<file path="src/rtl/usart_pkg.sv">
package usart_pkg;
  localparam int unsigned CHAR_MAX = 8;

  typedef struct packed {
    logic       stop2;
    logic       even;
    logic       par_en;
    logic [1:0] len_sel;
  } mode_t;

  localparam int unsigned CMD_TXEN = 0;
  localparam int unsigned CMD_RXEN = 1;
  localparam int unsigned CMD_ECLR = 2;
  localparam int unsigned CMD_IRST = 3;

  typedef enum logic [1:0] {RX_IDLE, RX_START, RX_DATA, RX_STOP} rx_st_e;

  function automatic logic [3:0] char_len(input mode_t m);
    return 4'd5 + {2'b00, m.len_sel};
  endfunction
endpackage

</file>
<file path="src/rtl/usart_regs.sv">
module usart_regs
  import usart_pkg::*;
#(
  parameter int unsigned DW = 8
) (
  input  logic          clk_i,
  input  logic          rst_ni,
  input  logic          cs_ni,
  input  logic          cd_i,
  input  logic          wr_ni,
  input  logic          rd_ni,
  input  logic [DW-1:0] wdata_i,
  input  logic          tx_take_i,
  input  logic          rx_done_i,
  input  logic [DW-1:0] rx_data_i,
  input  logic          rx_perr_i,
  input  logic          rx_ferr_i,
  output mode_t         mode_o,
  output logic          mode_pend_o,
  output logic          tx_en_o,
  output logic          rx_en_o,
  output logic          soft_rst_o,
  output logic          err_clr_o,
  output logic [DW-1:0] tx_buf_o,
  output logic          tx_full_o,
  output logic [DW-1:0] rx_buf_o,
  output logic          rxrdy_o,
  output logic          perr_o,
  output logic          oerr_o,
  output logic          ferr_o
);
  logic ctrl_wr, data_wr, data_rd;

  assign ctrl_wr    = !cs_ni && !wr_ni && cd_i;
  assign data_wr    = !cs_ni && !wr_ni && !cd_i;
  assign data_rd    = !cs_ni && !rd_ni && !cd_i;
  assign soft_rst_o = ctrl_wr && !mode_pend_o && wdata_i[CMD_IRST];
  assign err_clr_o  = ctrl_wr && !mode_pend_o && !wdata_i[CMD_IRST] && wdata_i[CMD_ECLR];

  always_ff @(posedge clk_i or negedge rst_ni) begin
    if (!rst_ni) begin
      mode_o      <= '0;
      mode_pend_o <= 1'b1;
      tx_en_o     <= 1'b0;
      rx_en_o     <= 1'b0;
    end else if (ctrl_wr) begin
      if (mode_pend_o) begin
        mode_o      <= mode_t'(wdata_i[4:0]);
        mode_pend_o <= 1'b0;
      end else if (wdata_i[CMD_IRST]) begin
        mode_pend_o <= 1'b1;
        tx_en_o     <= 1'b0;
        rx_en_o     <= 1'b0;
      end else begin
        tx_en_o <= wdata_i[CMD_TXEN];
        rx_en_o <= wdata_i[CMD_RXEN];
      end
    end
  end

  always_ff @(posedge clk_i or negedge rst_ni) begin
    if (!rst_ni) begin
      tx_buf_o  <= '0;
      tx_full_o <= 1'b0;
      rx_buf_o  <= '0;
      rxrdy_o   <= 1'b0;
      perr_o    <= 1'b0;
      oerr_o    <= 1'b0;
      ferr_o    <= 1'b0;
    end else if (soft_rst_o) begin
      tx_full_o <= 1'b0;
      rxrdy_o   <= 1'b0;
      perr_o    <= 1'b0;
      oerr_o    <= 1'b0;
      ferr_o    <= 1'b0;
    end else begin
      if (data_wr) begin
        tx_buf_o  <= wdata_i;
        tx_full_o <= 1'b1;
      end else if (tx_take_i) begin
        tx_full_o <= 1'b0;
      end
      if (err_clr_o) begin
        perr_o <= 1'b0;
        oerr_o <= 1'b0;
        ferr_o <= 1'b0;
      end
      if (rx_done_i) begin
        rx_buf_o <= rx_data_i;
        rxrdy_o  <= 1'b1;
        if (rxrdy_o && !data_rd) oerr_o <= 1'b1;
        if (rx_perr_i) perr_o <= 1'b1;
        if (rx_ferr_i) ferr_o <= 1'b1;
      end else if (data_rd) begin
        rxrdy_o <= 1'b0;
      end
    end
  end
endmodule

</file>
<file path="src/rtl/usart_tx.sv">
module usart_tx
  import usart_pkg::*;
#(
  parameter int unsigned OVS = 16
) (
  input  logic                clk_i,
  input  logic                rst_ni,
  input  logic                soft_rst_i,
  input  logic                tick_i,
  input  mode_t               mode_i,
  input  logic                en_i,
  input  logic                cts_ni,
  input  logic                full_i,
  input  logic [CHAR_MAX-1:0] data_i,
  output logic                take_o,
  output logic                busy_o,
  output logic                txd_o
);
  localparam int unsigned CNT_W   = $clog2(OVS);
  localparam int unsigned FRAME_W = CHAR_MAX + 4;

  logic [CNT_W-1:0]   cnt_q;
  logic [3:0]         left_q;
  logic [FRAME_W-1:0] sh_q;
  logic [FRAME_W-1:0] frame;
  logic [3:0]         len, nbits;
  logic               pbit;

  assign len    = char_len(mode_i);
  assign nbits  = 4'd2 + len + {3'b000, mode_i.par_en} + {3'b000, mode_i.stop2};
  assign take_o = !busy_o && full_i && en_i && !cts_ni;
  assign txd_o  = busy_o ? sh_q[0] : 1'b1;

  always_comb begin
    frame    = '1;
    frame[0] = 1'b0;
    pbit     = ~mode_i.even;
    for (int i = 0; i < CHAR_MAX; i++) begin
      if (i < int'(len)) begin
        frame[i+1] = data_i[i];
        pbit       = pbit ^ data_i[i];
      end
    end
    if (mode_i.par_en) frame[len + 4'd1] = pbit;
  end

  always_ff @(posedge clk_i or negedge rst_ni) begin
    if (!rst_ni) begin
      busy_o <= 1'b0;
      cnt_q  <= '0;
      left_q <= '0;
      sh_q   <= '1;
    end else if (soft_rst_i) begin
      busy_o <= 1'b0;
      sh_q   <= '1;
    end else if (take_o) begin
      busy_o <= 1'b1;
      cnt_q  <= '0;
      left_q <= nbits;
      sh_q   <= frame;
    end else if (busy_o && tick_i) begin
      if (cnt_q == CNT_W'(OVS - 1)) begin
        cnt_q  <= '0;
        sh_q   <= {1'b1, sh_q[FRAME_W-1:1]};
        left_q <= left_q - 4'd1;
        if (left_q == 4'd1) busy_o <= 1'b0;
      end else begin
        cnt_q <= cnt_q + CNT_W'(1);
      end
    end
  end
endmodule

</file>
<file path="src/rtl/usart_rx.sv">
module usart_rx
  import usart_pkg::*;
#(
  parameter int unsigned OVS = 16
) (
  input  logic                clk_i,
  input  logic                rst_ni,
  input  logic                soft_rst_i,
  input  logic                tick_i,
  input  mode_t               mode_i,
  input  logic                en_i,
  input  logic                rxd_i,
  output logic                done_o,
  output logic [CHAR_MAX-1:0] data_o,
  output logic                perr_o,
  output logic                ferr_o
);
  localparam int unsigned CNT_W = $clog2(OVS);
  localparam int unsigned HALF  = OVS / 2;

  rx_st_e              st_q;
  logic [CNT_W-1:0]    cnt_q;
  logic [3:0]          bidx_q;
  logic [CHAR_MAX-1:0] sh_q, aligned;
  logic                pbit_q;
  logic [1:0]          sync_q;
  logic                rxs;
  logic [3:0]          len, nbits;

  assign rxs     = sync_q[1];
  assign len     = char_len(mode_i);
  assign nbits   = len + {3'b000, mode_i.par_en};
  assign aligned = sh_q >> (4'd8 - len);

  always_ff @(posedge clk_i or negedge rst_ni) begin
    if (!rst_ni) sync_q <= 2'b11;
    else         sync_q <= {sync_q[0], rxd_i};
  end

  always_ff @(posedge clk_i or negedge rst_ni) begin
    if (!rst_ni) begin
      st_q   <= RX_IDLE;
      cnt_q  <= '0;
      bidx_q <= '0;
      sh_q   <= '0;
      pbit_q <= 1'b0;
      done_o <= 1'b0;
      data_o <= '0;
      perr_o <= 1'b0;
      ferr_o <= 1'b0;
    end else begin
      done_o <= 1'b0;
      if (soft_rst_i) begin
        st_q <= RX_IDLE;
      end else if (tick_i) begin
        unique case (st_q)
          RX_IDLE: if (en_i && !rxs) begin
            st_q  <= RX_START;
            cnt_q <= '0;
          end
          RX_START: begin
            if (cnt_q == CNT_W'(HALF - 1)) begin
              cnt_q  <= '0;
              bidx_q <= '0;
              st_q   <= rxs ? RX_IDLE : RX_DATA;
            end else begin
              cnt_q <= cnt_q + CNT_W'(1);
            end
          end
          RX_DATA: begin
            if (cnt_q == CNT_W'(OVS - 1)) begin
              cnt_q <= '0;
              if (bidx_q < len) sh_q <= {rxs, sh_q[CHAR_MAX-1:1]};
              else              pbit_q <= rxs;
              if (bidx_q == nbits - 4'd1) st_q <= RX_STOP;
              bidx_q <= bidx_q + 4'd1;
            end else begin
              cnt_q <= cnt_q + CNT_W'(1);
            end
          end
          RX_STOP: begin
            if (cnt_q == CNT_W'(OVS - 1)) begin
              cnt_q  <= '0;
              st_q   <= RX_IDLE;
              done_o <= 1'b1;
              data_o <= aligned;
              perr_o <= mode_i.par_en && ((^aligned) ^ pbit_q ^ ~mode_i.even);
              ferr_o <= !rxs;
            end else begin
              cnt_q <= cnt_q + CNT_W'(1);
            end
          end
          default: st_q <= RX_IDLE;
        endcase
      end
    end
  end
endmodule

</file>
<file path="src/rtl/usart_core.sv">
module usart_core
  import usart_pkg::*;
#(
  parameter int unsigned DW  = 8,
  parameter int unsigned OVS = 16
) (
  input  logic          clk_i,
  input  logic          rst_ni,
  input  logic          cs_ni,
  input  logic          cd_i,
  input  logic          wr_ni,
  input  logic          rd_ni,
  input  logic [DW-1:0] data_i,
  output logic [DW-1:0] data_o,
  input  logic          baud_tick_i,
  input  logic          cts_ni,
  output logic          txd_o,
  input  logic          rxd_i,
  output logic          txrdy_o,
  output logic          txempty_o,
  output logic          rxrdy_o
);
  mode_t         mode;
  logic          mode_pend, tx_en, rx_en, soft_rst, err_clr;
  logic [DW-1:0] tx_buf, rx_buf, rx_data;
  logic          tx_full, tx_take, tx_busy;
  logic          rx_done, rx_perr, rx_ferr;
  logic          par_err, ovr_err, frm_err;
  logic [DW-1:0] status;

  usart_regs #(.DW(DW)) regs_i (
    .clk_i, .rst_ni, .cs_ni, .cd_i, .wr_ni, .rd_ni,
    .wdata_i     (data_i),
    .tx_take_i   (tx_take),
    .rx_done_i   (rx_done),
    .rx_data_i   (rx_data),
    .rx_perr_i   (rx_perr),
    .rx_ferr_i   (rx_ferr),
    .mode_o      (mode),
    .mode_pend_o (mode_pend),
    .tx_en_o     (tx_en),
    .rx_en_o     (rx_en),
    .soft_rst_o  (soft_rst),
    .err_clr_o   (err_clr),
    .tx_buf_o    (tx_buf),
    .tx_full_o   (tx_full),
    .rx_buf_o    (rx_buf),
    .rxrdy_o     (rxrdy_o),
    .perr_o      (par_err),
    .oerr_o      (ovr_err),
    .ferr_o      (frm_err)
  );

  usart_tx #(.OVS(OVS)) tx_i (
    .clk_i, .rst_ni,
    .soft_rst_i (soft_rst),
    .tick_i     (baud_tick_i),
    .mode_i     (mode),
    .en_i       (tx_en),
    .cts_ni,
    .full_i     (tx_full),
    .data_i     (tx_buf),
    .take_o     (tx_take),
    .busy_o     (tx_busy),
    .txd_o
  );

  usart_rx #(.OVS(OVS)) rx_i (
    .clk_i, .rst_ni,
    .soft_rst_i (soft_rst),
    .tick_i     (baud_tick_i),
    .mode_i     (mode),
    .en_i       (rx_en),
    .rxd_i,
    .done_o     (rx_done),
    .data_o     (rx_data),
    .perr_o     (rx_perr),
    .ferr_o     (rx_ferr)
  );

  assign txrdy_o   = !tx_full;
  assign txempty_o = !tx_busy;
  assign status    = {1'b0, mode_pend, frm_err, ovr_err, par_err, txempty_o, rxrdy_o, txrdy_o};
  assign data_o    = cd_i ? status : rx_buf;
endmodule

</file>
<file path="config.mk">
export PLATFORM = sky130hd
export DESIGN_NAME = usart_core
export DESIGN_NICKNAME = d
export VERILOG_FILES = /design/src/rtl/usart_pkg.sv /design/src/rtl/usart_regs.sv /design/src/rtl/usart_tx.sv /design/src/rtl/usart_rx.sv /design/src/rtl/usart_core.sv
export SDC_FILE = /design/constraint.sdc
export NUM_CORES = 1
export LEC_CHECK = 0
export ABC_AREA = 1
export BUFFER_PORTS_ARGS = -buffer_cell sky130_fd_sc_hd__buf_4
export CAP_MARGIN = 10
export CELL_PAD_IN_SITES_DETAIL_PLACEMENT = 0
export CELL_PAD_IN_SITES_GLOBAL_PLACEMENT = 1
export CORE_MARGIN = 4
export CORE_UTILIZATION = 45
export CTS_CLUSTER_SIZE = 10
export DETAILED_ROUTE_END_ITERATION = 6
export PLACE_DENSITY = 0.79
export SLEW_MARGIN = 15
export SYNTH_ARGS = -nofsm -noshare
export SYNTH_HDL_FRONTEND = slang
export SYNTH_SLANG_ARGS = --single-unit
</file>
<file path="constraint.sdc">
create_clock -name clk_i -period 3 [get_ports clk_i]
set_clock_uncertainty 0.1 [all_clocks]
set_input_delay 0.15 -clock clk_i [delete_from_list [all_inputs] [get_ports clk_i]]
set_output_delay 0.15 -clock clk_i [all_outputs]
set_load 0.05 [all_outputs]
</file>
==> metrics, run 1 <==
run status=finished, final reports clean; GPL Wtd Cong=approximately 0.83; Worst setup SP type=flip-flop; Area Growth Syn to Fin=13.7%; TritonCTS clock tree=yes; CP required=3.17 ns; hold path cells=3; Yosys warnings=0; post-synth top area share=35.5%; syn_nets=656; fill count=approximately 1.0k; Die W=110 um; Min-Delay Path Class=in -> reg; initial drt markers=around 170; initial antenna violation count=0; GR Overflow Total=0; Hold Violations, Final=0; Setup TNS=0 ns; Max-Cap Viols=0; Final Non-Filler Cells=802; vias in the first global route=3906; Peak VDD IR=419 uV; input/output buffers=28; Synth Cell Area=roughly 0.0047 mm^2; ANT cells=0; setup bufs post-CTS=0; final wirelength=10900 um; GRT Util Overall=20.3%; row count=37; share of layout cells above drive strength 1=13.8%; Max Clock Freq=392 MHz; die area=0.0122 mm^2; Clock Latency Late Sink=0.39 ns; Avg Cell Area, Syn=~7.6 um^2; synth unique cells=35; Starting Density=45.9%; fin. max-slew vios=0; vias per inst=~5; pin count of the biggest net entering global routing=55; CTS max path bufs=2; Max FO, Critical Path=13; Post-synth EDFFs=0; area of the core=0.0103 mm^2; Post-synth ARST share=100%; DP HPWL=8220 um; Worst path max stage delay=0.46 ns; RSZ-0062 raised after global routing=no; top cells by area, synth=dfrtp_1 (36%), nand2_1 (15%), dfstp_2 (8.4%); Yosys reg bits=between 80 and 90; Yosys top cell by area=dfrtp_1; final period utilization=85.0%; WL/cell=around 14 um; final layout net count=699; CP Cell Sequence=inv_2 > ha_1 > inv_2 > ha_1 > o21a_1 > o211ai_1 > nand2_1 > nor2_2 > mux2_2; pwr dens=868 mW/mm^2; sequential area share after synthesis=43.9%; TritonCTS buffer count=9; crit path kind=reg -> reg; H-Tree Depth=3; number of I/O pins=29; Clock transition at path regs=around 0.09 ns; worst endpoint data arrival time=2.72 ns; first-pass GRT wire length=about 19000 um; Clk Tree Root Cell=clkbuf_8; DRT antenna net count=0; final core occ=52.2%; # DRC=0; Inst Count DP=775; worst-margin pin slew=0.724 ns; setup violators final=0; CP Capture Type=flip-flop; max_slew headroom=51.7%; drt pass-1 iters=5; Synth Instances=618; Reg2Reg Depth=9; Tmin final=2.55 ns; CP max-delay cell=dfrtp_1; Leakage=2.75 nW; DR vias=between 3k and 4k; ys flop type=dfrtp_1; chip height=110 um; CTS Sinks=82
[sequential cells by signal, indices dropped and copies added, names as in the netlist, 2 cells and up]
register	count
rx_i.sh_q	8
rx_i.bidx_q	4
regs_i.tx_buf_o	8
tx_i.cnt_q	4
rx_i.st_q	2
regs_i.rx_buf_o	8
rx_i.data_o	8
tx_i.sh_q	12
tx_i.left_q	4
rx_i.cnt_q	4
rx_i.sync_q	2
regs_i.mode_o	5
[critical path: cells and delay by family, from the launching register on]
| family | cells | cell delay (ns) |
|---|---|---|
| flip-flops | 1 | 0.46 |
| adder cells (fa/ha/maj) | 2 | 0.76 |
| AND/OR/NAND/NOR | 2 | 0.24 |
| multiplexers | 1 | 0.34 |
| AO/OA/AOI/OAI | 2 | 0.25 |
| buffers and inverters | 2 | 0.29 |
[layer usage]
metal	GRT usage, %	vias up	share of wire (%)
li1	-	2053	-
met1	27.2	1799	47
met2	32.1	58	48
met3	5.71	13	4.3
met4	5.98	0	1.3
met5	0	-	0
[repair_timing]
| action | in CTS | in global routing |
|---|---|---|
| hold buffers | 11 | 0 |
| hold endpoints to repair | 51 | 0 |
| gates resized for setup | 0 | 1 |
| setup endpoints to repair | 0 | 1 |
[placed cells by master (no fill, tap or decap), types with 4 or more instances in the layout]
master	Yosys	routed
nand4_1	5	5
nand2_2	6	6
dlygate4sd3_1	0	11
nor2_1	30	30
nor2_2	6	6
ha_1	20	19
clkbuf_8	0	9
nand3_1	31	31
dfrtp_1	67	67
inv_1	78	78
mux2_2	4	4
nand2_1	190	190
a21oi_1	17	17
o21ai_0	78	78
dfstp_2	15	15
o22ai_1	6	6
xnor2_1	7	7
inv_2	5	5
nor3_1	7	7
xor2_1	11	11
buf_4	4	34
[cell families after synthesis]
| family | Yosys count | synth area share (%) |
|---|---|---|
| buffers and inverters | 97 | 8.38 |
| AND/OR/NAND/NOR | 283 | 25.0 |
| AO/OA/AOI/OAI | 112 | 12.5 |
| multiplexers | 5 | 1.17 |
| XOR/XNOR | 18 | 3.34 |
| flip-flops | 82 | 43.9 |
| adder cells (fa/ha/maj) | 21 | 5.73 |
[report_power, final]
part	switching (W)	total [W]	leakage, nW	internal [W]
clock	0.000463	0.000778	0.0923	0.000316
combinational	0.00135	0.00214	1.67	0.000786
sequential	0.000268	0.00174	0.986	0.00147
total	0.00208	0.00466	2.75	0.00257
[through the flow]
stage | hold slack (ns) | total power [W] | instance area, um^2 | worst slack [ns]
finish | 0.0235 | 0.00466 | 5360 | 0.451
global route | 0.0407 | 0.00516 | 5360 | 0.120
CTS | 0.00326 | 0.00471 | 5360 | 0.372
detailed placement | 0.149 | 0.00389 | 5060 | 0.409
global placement | 0.154 | 0.00385 | 5060 | 0.461
floorplan | -0.246 | 0.00338 | 4720 | 0.512
[synthesized netlist by cell type (3+ instances only)]
library cell  count
a21oi_1          17
buf_2             5
buf_4             4
clkbuf_1          3
dfrtp_1          67
dfstp_2          15
ha_1             20
inv_1            78
inv_2             5
mux2_2            4
nand2_1         190
nand2_2           6
nand3_1          31
nand4_1           5
nor2_1           30
nor2_2            6
nor3_1            7
o21a_1            3
o21ai_0          78
o21ai_1           3
o22ai_1           6
or2_2             3
xnor2_1           7
xor2_1           11
[worst paths after layout]
kind                                  start                  to  slack (ns)
hold reg to reg              rx_i.sync_q[0]      rx_i.sync_q[1]        0.26
max in group asynchronous            rst_ni  regs_i.rx_buf_o[6]        1.85
min in group asynchronous            rst_ni      tx_i.left_q[2]        0.26
hold / removal                    data_i[1]  regs_i.tx_buf_o[1]        0.02
setup / recovery           regs_i.mode_o[0]        rx_i.sh_q[7]        0.45
setup reg to reg           regs_i.mode_o[0]        rx_i.sh_q[7]        0.45
[cell type report]
| class | count | area (um^2) | area share (%) |
|---|---|---|---|
| clock buffer | 9 | 124 | 2.31 |
| clock inverter | 7 | 62.6 | 1.17 |
| sequential | 82 | 2070 | 38.6 |
| timing repair buffer | 45 | 365 | 6.81 |
| tap | 136 | 170 | 3.17 |
| multi-input combinational | 439 | 2250 | 42.0 |
| inverter | 84 | 318 | 5.92 |
Note: power is estimated with default switching activity, not from simulation.
==> run 2, diff against run 1 <==
clock period = 2.4 ns   (was 3 ns; I/O delays follow)
==> run 2 against run 1 <==
Register-to-register slack worse by 0.32 ns. Highest routed layer unchanged. Critical path type unchanged. Combinational power up 39%. Power rose by 34%. Setup slack lost 0.32 ns. Maximum frequency rose by 12%. Count of clock-buffer cells in the layout unchanged. Die area stayed put. Worst hold slack got worse by 0.0039 ns.
==> metrics, run 2 (synthesis results as in run 1) <==
CTS max path bufs=2; TritonCTS clock tree=yes; combinational share of power=47.8%; Inst Count DP=784; # DRC=0; CP Capture Type=flip-flop; share of power burned in registers=35.0%; GPL Wtd Cong=around 0.84; Min-Delay Path Class=in -> reg; final period utilization=94.7%; final wirelength=11500 um; internal power=approximately 0.0035 W; initial antenna violation count=0; worst endpoint data arrival time=between 2 and 2.5 ns; H-Tree Depth=3; sw frac=between 40 and 50%; Area after DPL=roughly 0.0051 mm^2; initial drt markers=about 170; Reg area=0.00207 mm^2; clock share of power=~17%; run status=finished, final reports clean; Design Area, Final=approximately 0.0057 mm^2; TritonCTS buffer count=9; ANT cells=0; DP HPWL=8330 um; Max-Cap Viols=0; Max Clock Freq=440 MHz; RSZ-0062 raised after global routing=yes; worst-margin pin slew=0.812 ns; final core occ=55.2%; Leakage=2.87 nW; drt pass-1 iters=5; GR Overflow Total=0; CTS Sinks=slightly above 80; CP required=2.56 ns; Clock Latency Late Sink=around 0.37 ns; WL/cell=approximately 14 um; input/output buffers=28; Worst setup SP type=flip-flop; met2 WL=5570 um; Switch Pwr=roughly 0.0028 W; number of I/O pins=29; area of the multi-input gates=0.00237 mm^2; Biggest register=tx_i.sh_q; vias in the first global route=3955; Tmin final=2.27 ns; Die W=between 100 and 150 um; area of the core=0.0103 mm^2; GRT Util Overall=20.3%; Max FO, Critical Path=7; pin count of the biggest net entering global routing=63; DR top layer=met4; final hold slack=0.0196 ns; commonest non-fill, non-tap cells in the layout=nand2_1 (187), inv_1 (74), o21ai_0 (72); Starting Density=45.9%; vias per inst=4.96; fin. max-slew vios=0; DRT antenna net count=0; final layout net count=718; row count=37; max FFs per register=12; pwr dens=1100 mW/mm^2; DR vias=about 4k; first-pass GRT wire length=19000 um; Clk Tree Root Cell=clkbuf_8; Metal-1 WL=5290 um; metal3 WL=359 um; die area=0.0122 mm^2; Hold Violations, Final=0; Power Total=approximately 0.0062 W; chip height=110 um; Clock transition at path regs=around 0.090 ns; Peak VDD IR=548 uV; max_slew headroom=45.8%; most common cell after layout, fill and taps aside=nand2_1; Area Growth Syn to Fin=20.3%; share of layout cells above drive strength 1=about a fifth; fill count=982; setup violators final=0; crit path kind=reg -> reg; Final Non-Filler Cells=821
## run 2: cell type report
| cell class | instances | area share (%) |
|---|---|---|
| Clock inverter | 7 | 1.57 |
| Multi-Input combinational cell | 439 | 41.7 |
| Sequential cell | 82 | 36.5 |
| Inverter | 84 | 5.73 |
| Clock buffer | 9 | 2.18 |
| Timing Repair Buffer | 64 | 9.28 |
| Tap cell | 136 | 3.00 |
## run 2: final timing paths
kind / start / end / slack, ns / cells after the start
setup / recovery: regs_i.mode_o[0] / rx_i.st_q[0] / 0.13 / 12
hold / removal: cs_ni / regs_i.oerr_o / 0.02 / 3
setup reg to reg: regs_i.mode_o[0] / rx_i.st_q[0] / 0.13 / 12
hold reg to reg: rx_i.sync_q[0] / rx_i.sync_q[1] / 0.26 / 0
max in group asynchronous: rst_ni / rx_i.sync_q[1] / 1.18 / 3
min in group asynchronous: rst_ni / regs_i.tx_buf_o[4] / 0.28 / 2
## run 2: per-stage QoR
step           setup TNS (ns)  setup WS [ns]
2_1_floorplan               0         0.0909
3_3_place_gp                0          0.106
3_5_place_dp                0         0.0211
4_1_cts                     0        0.00158
5_1_grt               -0.0695        -0.0414
6_report                    0          0.127
## run 2: timing repair
action / in CTS / in global routing
buffers inserted: 0 / 7
endpoints found under the setup margin: 0 / 19
gates resized for setup: 0 / 39
hold buffers: 14 / 0
hold endpoints to repair: 63 / 0
## run 2: critical path, stage by stage (launching register included)
cell and delay [ns]:
dfrtp_2 0.45, clkinv_4 0.10, ha_4 0.32, inv_4 0.07
ha_1 0.20, xnor2_1 0.13, xor2_1 0.16, nor3_2 0.16
nand3_1 0.10, nand3_1 0.08, nand3_1 0.12, nand2_1 0.09
o21ai_0 0.08
## run 2: power groups by stage
stage / sequential (W) / clock (W) / combinational [W]
CTS: 0.00217 / 0.00110 / 0.00278
global placement: 0.00217 / 0 / 0.00270
global route: 0.00224 / 0.00117 / 0.00340
detailed placement: 0.00219 / 0 / 0.00274
finish: 0.00218 / 0.00108 / 0.00298
floorplan: 0.00210 / 0 / 0.00214
## run 2: routing by layer
layer | up-vias | global-route usage (%)
met2 | 47 | 33.4
met5 | - | 0
li1 | 2097 | -
met1 | 1910 | 26.7
met4 | 0 | 6.95
met3 | 19 | 3.96
